$ cat config.mk
export PLATFORM = sky130hd
export DESIGN_NAME = ctlword_stack_core
export DESIGN_NICKNAME = d
export VERILOG_FILES = /design/src/rtl/scm_pkg.sv /design/src/rtl/scm_decode.sv /design/src/rtl/scm_ptrs.sv /design/src/rtl/scm_datapath.sv /design/src/rtl/ctlword_stack_core.sv
export SDC_FILE = /design/constraint.sdc
export NUM_CORES = 1
export LEC_CHECK = 0
export ABC_AREA = 1
export CORE_MARGIN = 5
export CORE_UTILIZATION = 41
export CTS_CLUSTER_DIAMETER = 120
export CTS_CLUSTER_SIZE = 8
export DETAILED_ROUTE_END_ITERATION = 12
export HOLD_SLACK_MARGIN = 0.06
export PLACE_DENSITY = 0.8
export SLEW_MARGIN = 10
export SYNTH_ARGS = -nofsm -noshare
export SYNTH_HDL_FRONTEND = slang
export SYNTH_SLANG_ARGS = --single-unit
$ cat constraint.sdc
create_clock -name clk -period 2 [get_ports clk]
set_input_delay 0.4 -clock clk [delete_from_list [all_inputs] [get_ports clk]]
set_output_delay 0.4 -clock clk [all_outputs]
set_load 0.05 [all_outputs]
$ cat src/rtl/scm_pkg.sv
package scm_pkg;
  localparam int OPW = 8;

  typedef enum logic [1:0] {
    SB_OPERAND  = 2'd0,
    SB_PUSH_TOS = 2'd1,
    SB_TO_RAM   = 2'd2,
    SB_FROM_RAM = 2'd3
  } sbus_e;

  typedef enum logic [1:0] {
    TB_ROM  = 2'd0,
    TB_NAND = 2'd1,
    TB_ADD  = 2'd2,
    TB_JZ   = 2'd3
  } tbus_e;

  // field order follows opcode bit order, MSB first
  typedef struct packed {
    logic  use_r;
    logic  step_up;
    logic  step_en;
    logic  tos_off;
    sbus_e sb;
    tbus_e tb;
  } ctl_t;
endpackage

$ cat src/rtl/scm_decode.sv
module scm_decode
  import scm_pkg::*;
(
  input  logic [OPW-1:0] op,
  output ctl_t           ctl,
  output logic [3:0]     sb_oh,
  output logic [3:0]     tb_oh,
  output logic           stk_we,
  output logic           ram_we
);
  assign ctl = ctl_t'(op);

  // two independent 2-to-4 decodes
  generate
    for (genvar k = 0; k < 4; k++) begin : g_dec
      assign sb_oh[k] = (op[3:2] == 2'(k));
      assign tb_oh[k] = (op[1:0] == 2'(k));
    end
  endgenerate

  assign stk_we = sb_oh[SB_PUSH_TOS] | sb_oh[SB_FROM_RAM];
  assign ram_we = sb_oh[SB_TO_RAM];
endmodule

$ cat src/rtl/scm_ptrs.sv
module scm_ptrs #(
  parameter int PW = 8
) (
  input  logic          clk,
  input  logic          rst_n,
  input  logic          use_r,
  input  logic          step_en,
  input  logic          step_up,
  output logic [PW-1:0] d_ptr,
  output logic [PW-1:0] r_ptr,
  output logic [PW-1:0] cur
);
  localparam logic [PW-1:0] ONE = PW'(1);

  generate
    for (genvar k = 0; k < 2; k++) begin : g_ptr
      logic [PW-1:0] q;
      logic          mine;
      assign mine = (use_r == 1'(k));
      always_ff @(posedge clk or negedge rst_n) begin
        if (!rst_n)
          q <= '0;
        else if (step_en && mine)
          q <= step_up ? q + ONE : q - ONE;
      end
    end
  endgenerate

  assign d_ptr = g_ptr[0].q;
  assign r_ptr = g_ptr[1].q;
  assign cur   = use_r ? r_ptr : d_ptr;

  AST_PTR_HOLD: assert property (@(posedge clk) disable iff (!rst_n)
    !step_en |=> (d_ptr == $past(d_ptr)) && (r_ptr == $past(r_ptr)));
  AST_UNSEL_HOLD: assert property (@(posedge clk) disable iff (!rst_n)
    use_r |=> d_ptr == $past(d_ptr));
  AST_D_STEP_UP: assert property (@(posedge clk) disable iff (!rst_n)
    (step_en && !use_r && step_up) |=> d_ptr == PW'($past(d_ptr) + ONE));
endmodule

$ cat src/rtl/scm_datapath.sv
module scm_datapath #(
  parameter int DW = 16
) (
  input  logic [DW-1:0] tos_q,
  input  logic          tos_off,
  input  logic [3:0]    sb_oh,
  input  logic [3:0]    tb_oh,
  input  logic [DW-1:0] stk_rdata,
  input  logic [DW-1:0] ram_rdata,
  input  logic [DW-1:0] rom_data,
  output logic [DW-1:0] tos_drv,
  output logic [DW-1:0] stk_bus,
  output logic [DW-1:0] tos_bus
);
  logic [DW-1:0] sb_src [4];
  logic [DW-1:0] tb_src [4];
  logic [DW-1:0] nand_r, add_r;

  assign tos_drv = tos_off ? '0 : tos_q;
  assign nand_r  = ~(tos_drv & stk_bus);
  assign add_r   = tos_drv + stk_bus;

  assign sb_src[0] = stk_rdata;
  assign sb_src[1] = tos_drv;
  assign sb_src[2] = stk_rdata;
  assign sb_src[3] = ram_rdata;

  assign tb_src[0] = rom_data;
  assign tb_src[1] = nand_r;
  assign tb_src[2] = add_r;
  assign tb_src[3] = tos_q;

  // AND-OR selection straight from the one-hot decodes
  always_comb begin
    stk_bus = '0;
    tos_bus = '0;
    for (int k = 0; k < 4; k++) begin
      stk_bus = stk_bus | (sb_src[k] & {DW{sb_oh[k]}});
      tos_bus = tos_bus | (tb_src[k] & {DW{tb_oh[k]}});
    end
  end
endmodule

$ cat src/rtl/ctlword_stack_core.sv
module ctlword_stack_core
  import scm_pkg::*;
#(
  parameter int DW  = 16,
  parameter int PW  = 8,
  parameter int PCW = 8
) (
  input  logic           clk,
  input  logic           rst_n,
  output logic [PCW-1:0] op_addr,
  input  logic [7:0]     op_data,
  input  logic [DW-1:0]  rom_data,
  output logic [PW-1:0]  stk_addr,
  input  logic [DW-1:0]  stk_rdata,
  output logic           stk_we,
  output logic [DW-1:0]  stk_wdata,
  output logic [DW-1:0]  ram_addr,
  input  logic [DW-1:0]  ram_rdata,
  output logic           ram_we,
  output logic [DW-1:0]  ram_wdata,
  output logic [DW-1:0]  tos,
  output logic [PW-1:0]  d_ptr,
  output logic [PW-1:0]  r_ptr
);
  localparam logic [PCW-1:0] PC_ONE = PCW'(1);

  ctl_t          ctl;
  logic [3:0]    sb_oh, tb_oh;
  logic [PCW-1:0] pc_q, pc_nx;
  logic          ph_q;
  logic [DW-1:0] tos_q, tos_drv, stk_bus, tos_bus;
  logic          jump_take;

  scm_decode u_dec (
    .op     (op_data),
    .ctl    (ctl),
    .sb_oh  (sb_oh),
    .tb_oh  (tb_oh),
    .stk_we (stk_we),
    .ram_we (ram_we)
  );

  scm_ptrs #(.PW(PW)) u_ptrs (
    .clk     (clk),
    .rst_n   (rst_n),
    .use_r   (ctl.use_r),
    .step_en (ctl.step_en),
    .step_up (ctl.step_up),
    .d_ptr   (d_ptr),
    .r_ptr   (r_ptr),
    .cur     (stk_addr)
  );

  scm_datapath #(.DW(DW)) u_dp (
    .tos_q     (tos_q),
    .tos_off   (ctl.tos_off),
    .sb_oh     (sb_oh),
    .tb_oh     (tb_oh),
    .stk_rdata (stk_rdata),
    .ram_rdata (ram_rdata),
    .rom_data  (rom_data),
    .tos_drv   (tos_drv),
    .stk_bus   (stk_bus),
    .tos_bus   (tos_bus)
  );

  assign jump_take = tb_oh[TB_JZ] && (tos_q == '0);
  assign pc_nx     = jump_take ? rom_data[PCW-1:0] : pc_q + PC_ONE;

  always_ff @(posedge clk or negedge rst_n) begin
    if (!rst_n) begin
      pc_q  <= '0;
      ph_q  <= 1'b0;
      tos_q <= '0;
    end else begin
      pc_q <= pc_nx;
      ph_q <= ~ph_q;
      if (ph_q)
        tos_q <= tos_bus;
    end
  end

  assign op_addr   = pc_q;
  assign stk_wdata = stk_bus;
  assign ram_wdata = stk_bus;
  assign ram_addr  = tos_drv;
  assign tos       = tos_q;

  AST_TOS_ODD_HOLD: assert property (@(posedge clk) disable iff (!rst_n)
    !ph_q |=> tos_q == $past(tos_q));
  AST_JUMP_TAKEN: assert property (@(posedge clk) disable iff (!rst_n)
    (ctl.tb == TB_JZ && tos_q == '0) |=> pc_q == $past(rom_data[PCW-1:0]));
  AST_OPERAND_NO_WRITE: assert property (@(posedge clk) disable iff (!rst_n)
    (ctl.sb == SB_OPERAND) |-> (!stk_we && !ram_we));
  AST_TOS_GATED: assert property (@(posedge clk) disable iff (!rst_n)
    ctl.tos_off |-> (ram_addr == '0));
  AST_RAM_WR_ONLY: assert property (@(posedge clk) disable iff (!rst_n)
    (ctl.sb == SB_TO_RAM) |-> (ram_we && !stk_we && ram_wdata == stk_rdata));
endmodule

Word level (Yosys, flattened, before mapping)
Index checks and enable logic that the tools add are counted.

word-level totals
  logic and storage cells = 47
  input bits = 58
  output and inout port bits = 98
  register bits = 41

cells by class
  reduce and logical (&&, ||, !) cells = 6
  eq/ne operators = 6
  bitwise gates (word level) = 19
  multiplexer cells = 5
  add/sub/neg operators = 6

operators by type and width
  operator                                                             number
  16-bit bitwise AND                                                   9
  16-bit bitwise OR                                                    6
  8-bit two-way mux                                                    4
  8-bit by 1-bit adder with 8-bit output (second input constant)       3
  16-bit adder                                                         1
  16-bit zero test                                                     1
  16-bit two-way mux                                                   1
  16-bit NOT                                                           1
  8-bit by 1-bit subtractor with 8-bit output (second input constant)  2
  2-bit == test (second input constant)                                4
  2-bit by 1-bit == test with 1-bit output (second input constant)     2
  2-bit zero test                                                      2
  1-bit logical AND                                                    3
  1-bit NOT                                                            2
  1-bit bitwise OR                                                     1

Longest topological paths before layout
  depth after elaboration = 11
  gate-level depth with buffers = 17
  depth with buffers taken out = 17

By module
From an unflattened synthesis, not the netlist that was laid out.

second synthesis, totals
  cell total of the unflattened synthesis = 730
  area, all modules = 4481.8 sq um

modules (own cells, without submodules)
  module              sequential area each (sq um)  times used  cells each  area an instance (sq um)
  scm_datapath        0.0                           1           352         1662.8
  ctlword_stack_core  625.6                         1           166         1380.1
  scm_ptrs            400.4                         1           188         1312.5
  scm_decode          0.0                           1           24          126.4

Least setup slack after synthesis
No wires, ideal clock.

  path type = register -> register
  start point = register tos_q[0], in the netlist tos[0]
  end point = register tos_q[14], in the netlist tos[14]
  required time = 1.882 ns
  period minus slack after synthesis = 3.285 ns
  path buffers = 0
  setup slack = -1.285 ns
  stages on the path, launching flop included = 18
  data arrival time = 3.167 ns
  library setup time = 0.118 ns
  path through = dfrtp_1 > inv_1 > nor2_1 > nand2_1 > nand3_1 > ha_1 > fa_1 > nand2_1 > nand2_1 > nand3_1 > nand2_1 > nand2_1 > nand2_1 > nand2_1 > nand3_1 > nand2_1 > nand2_1 > nand2_1

on the way
  cells in the longest elaborated chain, start to end = 9

ends and longest elaborated chain
  item                            RTL line                  text
  start: declaration              ctlword_stack_core.sv:31  logic [DW-1:0] tos_q, tos_drv, stk_bus, tos_bus;
  start signal: assignment        ctlword_stack_core.sv:79  tos_q <= tos_bus;
  16-bit two-way mux              scm_datapath.sv:19        assign tos_drv = tos_off ? '0 : tos_q;
  net ram_addr[0]                 ctlword_stack_core.sv:17  output logic [DW-1:0] ram_addr,
  16-bit bitwise AND              scm_datapath.sv:38        stk_bus = stk_bus | (sb_src[k] & {DW{sb_oh[k]}});
  16-bit bitwise OR (3 in a row)  scm_datapath.sv:38
  net ram_wdata[0]                ctlword_stack_core.sv:20  output logic [DW-1:0] ram_wdata,
  16-bit adder                    scm_datapath.sv:21        assign add_r = tos_drv + stk_bus;
  16-bit bitwise AND              scm_datapath.sv:39        tos_bus = tos_bus | (tb_src[k] & {DW{tb_oh[k]}});
  16-bit bitwise OR (2 in a row)  scm_datapath.sv:39

The timed path passes the listed nets, and every way through them passes these cells.
A chain may end at the register's enable or synchronous reset.

Final worst setup path
  start point = input port op_data[2]
  end point = register tos_q[4], in the netlist tos[4]

on the way
  cells in the longest elaborated chain, start to end = 11
  elaborated cells on any way between the ends = 19
  those cells by class = 1 x add/sub; 3 x eq/ne; 14 x bitwise; 1 x reduce/logical

ends and longest elaborated chain
  item                                                                                RTL line                  text
  start: declaration                                                                  ctlword_stack_core.sv:11  input logic [7:0] op_data,
  2-bit by 1-bit == test with 1-bit output / 2-bit zero test (equally long branches)  scm_decode.sv:16          assign sb_oh[k] = (op[3:2] == 2'(k));
  16-bit bitwise AND                                                                  scm_datapath.sv:38
  16-bit bitwise OR (2 in a row)                                                      scm_datapath.sv:38
  16-bit bitwise OR (*)                                                               scm_datapath.sv:38
  branches (longest 4 deep; another with 16-bit adder)                                -
  16-bit bitwise OR (*) (2 in a row)                                                  scm_datapath.sv:39

Every way passes the cells marked *.

==> flow_metrics.py <==
metrics = {
    "grt": {
        "grt_max_degree": 22,
        "grt_pass1_wl_um": 26230,
        "grt_overflow_total": 0,
        "first_global_vias": 5374,
        "grtUsageTotal_pct": 27.78,
        "antenna_found_initial": 0,
    },
    "floorplanning": {
        "die-width_um": 109.1,
        "placementRows": 36,
        "coreArea_um2": 9684,
        "dieArea_um2": 11900,
        "num_io_pins": 156,
        "die_h_um": 109.1,
        "initial_utilization_pct": 41.58,
    },
    "status": {
        "status": "finished, violations left",
        "violations": "negative setup slack",
    },
    "job": {
        "drv_cap": 0,
    },
    "power": {
        "power.density_nw_per_um2": 994.8,
        "switchingPower_mw": 3.975,
        "swShare_pct": 52.18,
        "comb_power_share_pct": 73.5,
        "vdd_ir_drop_max_uv": 757.9,
        "p_leak_nw": 3.910,
        "intPower_mw": 3.642,
        "pwr-share-seq_pct": 19.2,
        "power.share.clock_pct": 7.3,
        "power.total_mw": 7.616,
    },
    "yosys": {
        "synthFlopType": "dfrtp_1",
        "ys_seq_area_share_pct": 25.48,
        "ys_ff_latch": 41,
        "postSynthCellCount": 644,
        "synth.largest_area_cell": "dfrtp_1",
        "ys_top_cells_by_area": "dfrtp_1 25%, nand2_1 23%, ha_1 9.0%, inv_1 8.4%, nand3_1 5.8%",
        "synth-async-reset-ratio_pct": 100.0,
        "synth_nets": 734,
        "synth-edff-count": 0,
        "synth.distinct_cells": 36,
        "yosys_warnings": 0,
        "synth_top_area_share_pct": 25.48,
        "syn_area_per_cell_um2": 6.252,
        "synthesis.area_um2": 4026,
    },
    "finish": {
        "areaGrowthSynthToFinish_pct": 90.15,
        "n_antenna_cell": 0,
        "final_nets": 983,
        "drive_above_1_share_pct": 38.59,
        "layout_common_cells": "209 x nand2_1, 142 x buf_4, 78 x inv_1",
        "final_common_cell": "nand2_1",
    },
    "sta": {
        "hold_ws_ps": 49.75,
        "min_period_ps": 2138,
        "tightest_slew_ps": 514.6,
        "grt_setup_unrepaired": "true",
        "finalWorstSetupSlack_ps": -138.5,
        "hold_viol": 0,
        "max_freq_mhz": 467.6,
        "finalSetupViolCount": 11,
        "slew-limit-headroom_pct": 65.58,
        "skew_ps": 11.12,
        "final_max_slew_viol_count": 0,
        "timing.final.crit_share_pct": 106.9,
    },
    "routing": {
        "wl_um": 16860,
        "drt-pass1-iter-count": 5,
        "drtIter0Drc": 425,
        "vias": 5297,
        "vias_per_cell": 5.158,
        "ant_nets": 0,
        "wl_per_cell_um": 16.41,
        "drc": 0,
    },
    "place": {
        "numPortBuffers": 155,
        "gp_congestion": 0.9450,
        "hpwlAfterDp_um": 13250,
    },
    "setup_path": {
        "reg2reg_slack_ps": -110,
        "cp-start-kind": "input port",
        "path_class": "input port to flip-flop",
        "crit_path_max_fanout": 8,
        "cp.required_ps": 2190,
        "endpoint_kind": "flip-flop",
        "arrival_ps": 2330,
    },
    "clock_network": {
        "ctsHoldBuffers": 0,
        "cts_made_buffers": 5,
        "clockBufferDepth": 2,
        "cts_root_buf": "clkbuf_8",
        "clkLatencyLatePin_ps": 300,
        "numClockSinks": 41,
        "clk_pin_slew_ps": 90,
        "htree_levels": 2,
        "cts_tree": "done",
    },
    "worst_hold_path": {
        "hp-class": "input port to asynchronous set/reset pin",
    },
}
layout make-up:
class                      count  area, um^2
clock buffer                   7       76.32
clock inverter                 1       5.005
fill                         663        2028
inverter                      91       350.3
multi-input combinational    484        3154
sequential                    41        1046
tap                          133       166.4
timing repair buffer         270        2858
per-layer routing:
layer	share of wire, %	global-route usage, %	vias up
met5	0	0	-
met4	2.8	9.197	0
met3	7.9	4.026	48
met2	51	49.08	233
met1	38	34.52	2493
li1	-	-	2523
flip-flops by register name (all words and copies together), names as in the netlist:
name,flops
tos,16
ph_q,1
op_addr,8
u_ptrs.r_ptr,8
u_ptrs.d_ptr,8
stage by stage:
step	worst slack, ps	util, %	setup TNS (ps)	cell area [um^2]	std cells
final	-138.5	79.06	-565.7	7656	1027
after global routing	-187.6	79.06	-1574	7656	1027
after CTS	-145.9	76.59	-536.8	7417	1018
after detailed placement	-903.5	73.71	-22750	7138	1003
after global placement	-776.2	73.71	-17830	7138	1003
after floorplan	-454.4	-	-5415	4513	644
synthesized netlist by cell type, types with 5 or more instances:
library cell and instances:
buf_4 17, nand2_1 246, nor2_1 48, a21oi_1 20, dfrtp_1 41, o22ai_1 7, xor2_1 7, nand4_1 6
clkbuf_1 5, buf_2 5, o21ai_0 30, nor3_1 5, xnor2_1 5, ha_1 29, inv_1 90, o21ai_2 6
nand3_1 47
path summary, 6_finish.rpt:
kind,from,to,depth (start not counted)
max,op_data[2],tos[4],18
max in group asynchronous,rst_n,tos[3],2
max reg2reg,tos[0],tos[4],15
min in group clk,op_addr[0],op_addr[0],1
min,rst_n,u_ptrs.r_ptr[2],1
min reg2reg,op_addr[0],op_addr[0],1
power groups by stage:
stage | registers [mW] | logic (mW) | clock network [mW]
final | 1.46 | 5.60 | 0.554
after global routing | 1.50 | 5.95 | 0.604
after CTS | 1.45 | 5.46 | 0.546
after detailed placement | 1.46 | 5.36 | 0
after global placement | 1.43 | 5.22 | 0
after floorplan | 2.37 | 2.25 | 0
repair_timing:
| item | 4_1_cts | 5_1_grt |
|---|---|---|
| resized for setup | 39 | 50 |
| buffers inserted | 6 | 8 |
| pin swaps | 9 | 17 |
| gates cloned | 1 | 1 |
| endpoints found under the setup margin | 52 | 23 |
worst max-delay path: stages:
cell and delay, ps:
buf_6 100, buf_6 110, nand2_4 60, inv_6 50, buf_12 140, nand2_4 60, nand3_4 90, ha_4 180
fa_2 350, nand2_2 80, nand2_2 70, nand2_2 70, inv_2 70, or2_0 200, nand3_1 90, o221ai_2 90
nand2_1 80, nand2_1 40
kinds of logic after synthesis:
group / share of synthesized area (%)
AO/OA/AOI/OAI: 10.50
XOR/XNOR: 2.610
AND/OR/NAND/NOR: 37.88
buffers and inverters: 13.02
adder cells (fa/ha/maj): 10.50
flip-flops: 25.48
Note: power is estimated with default switching activity, not from simulation.
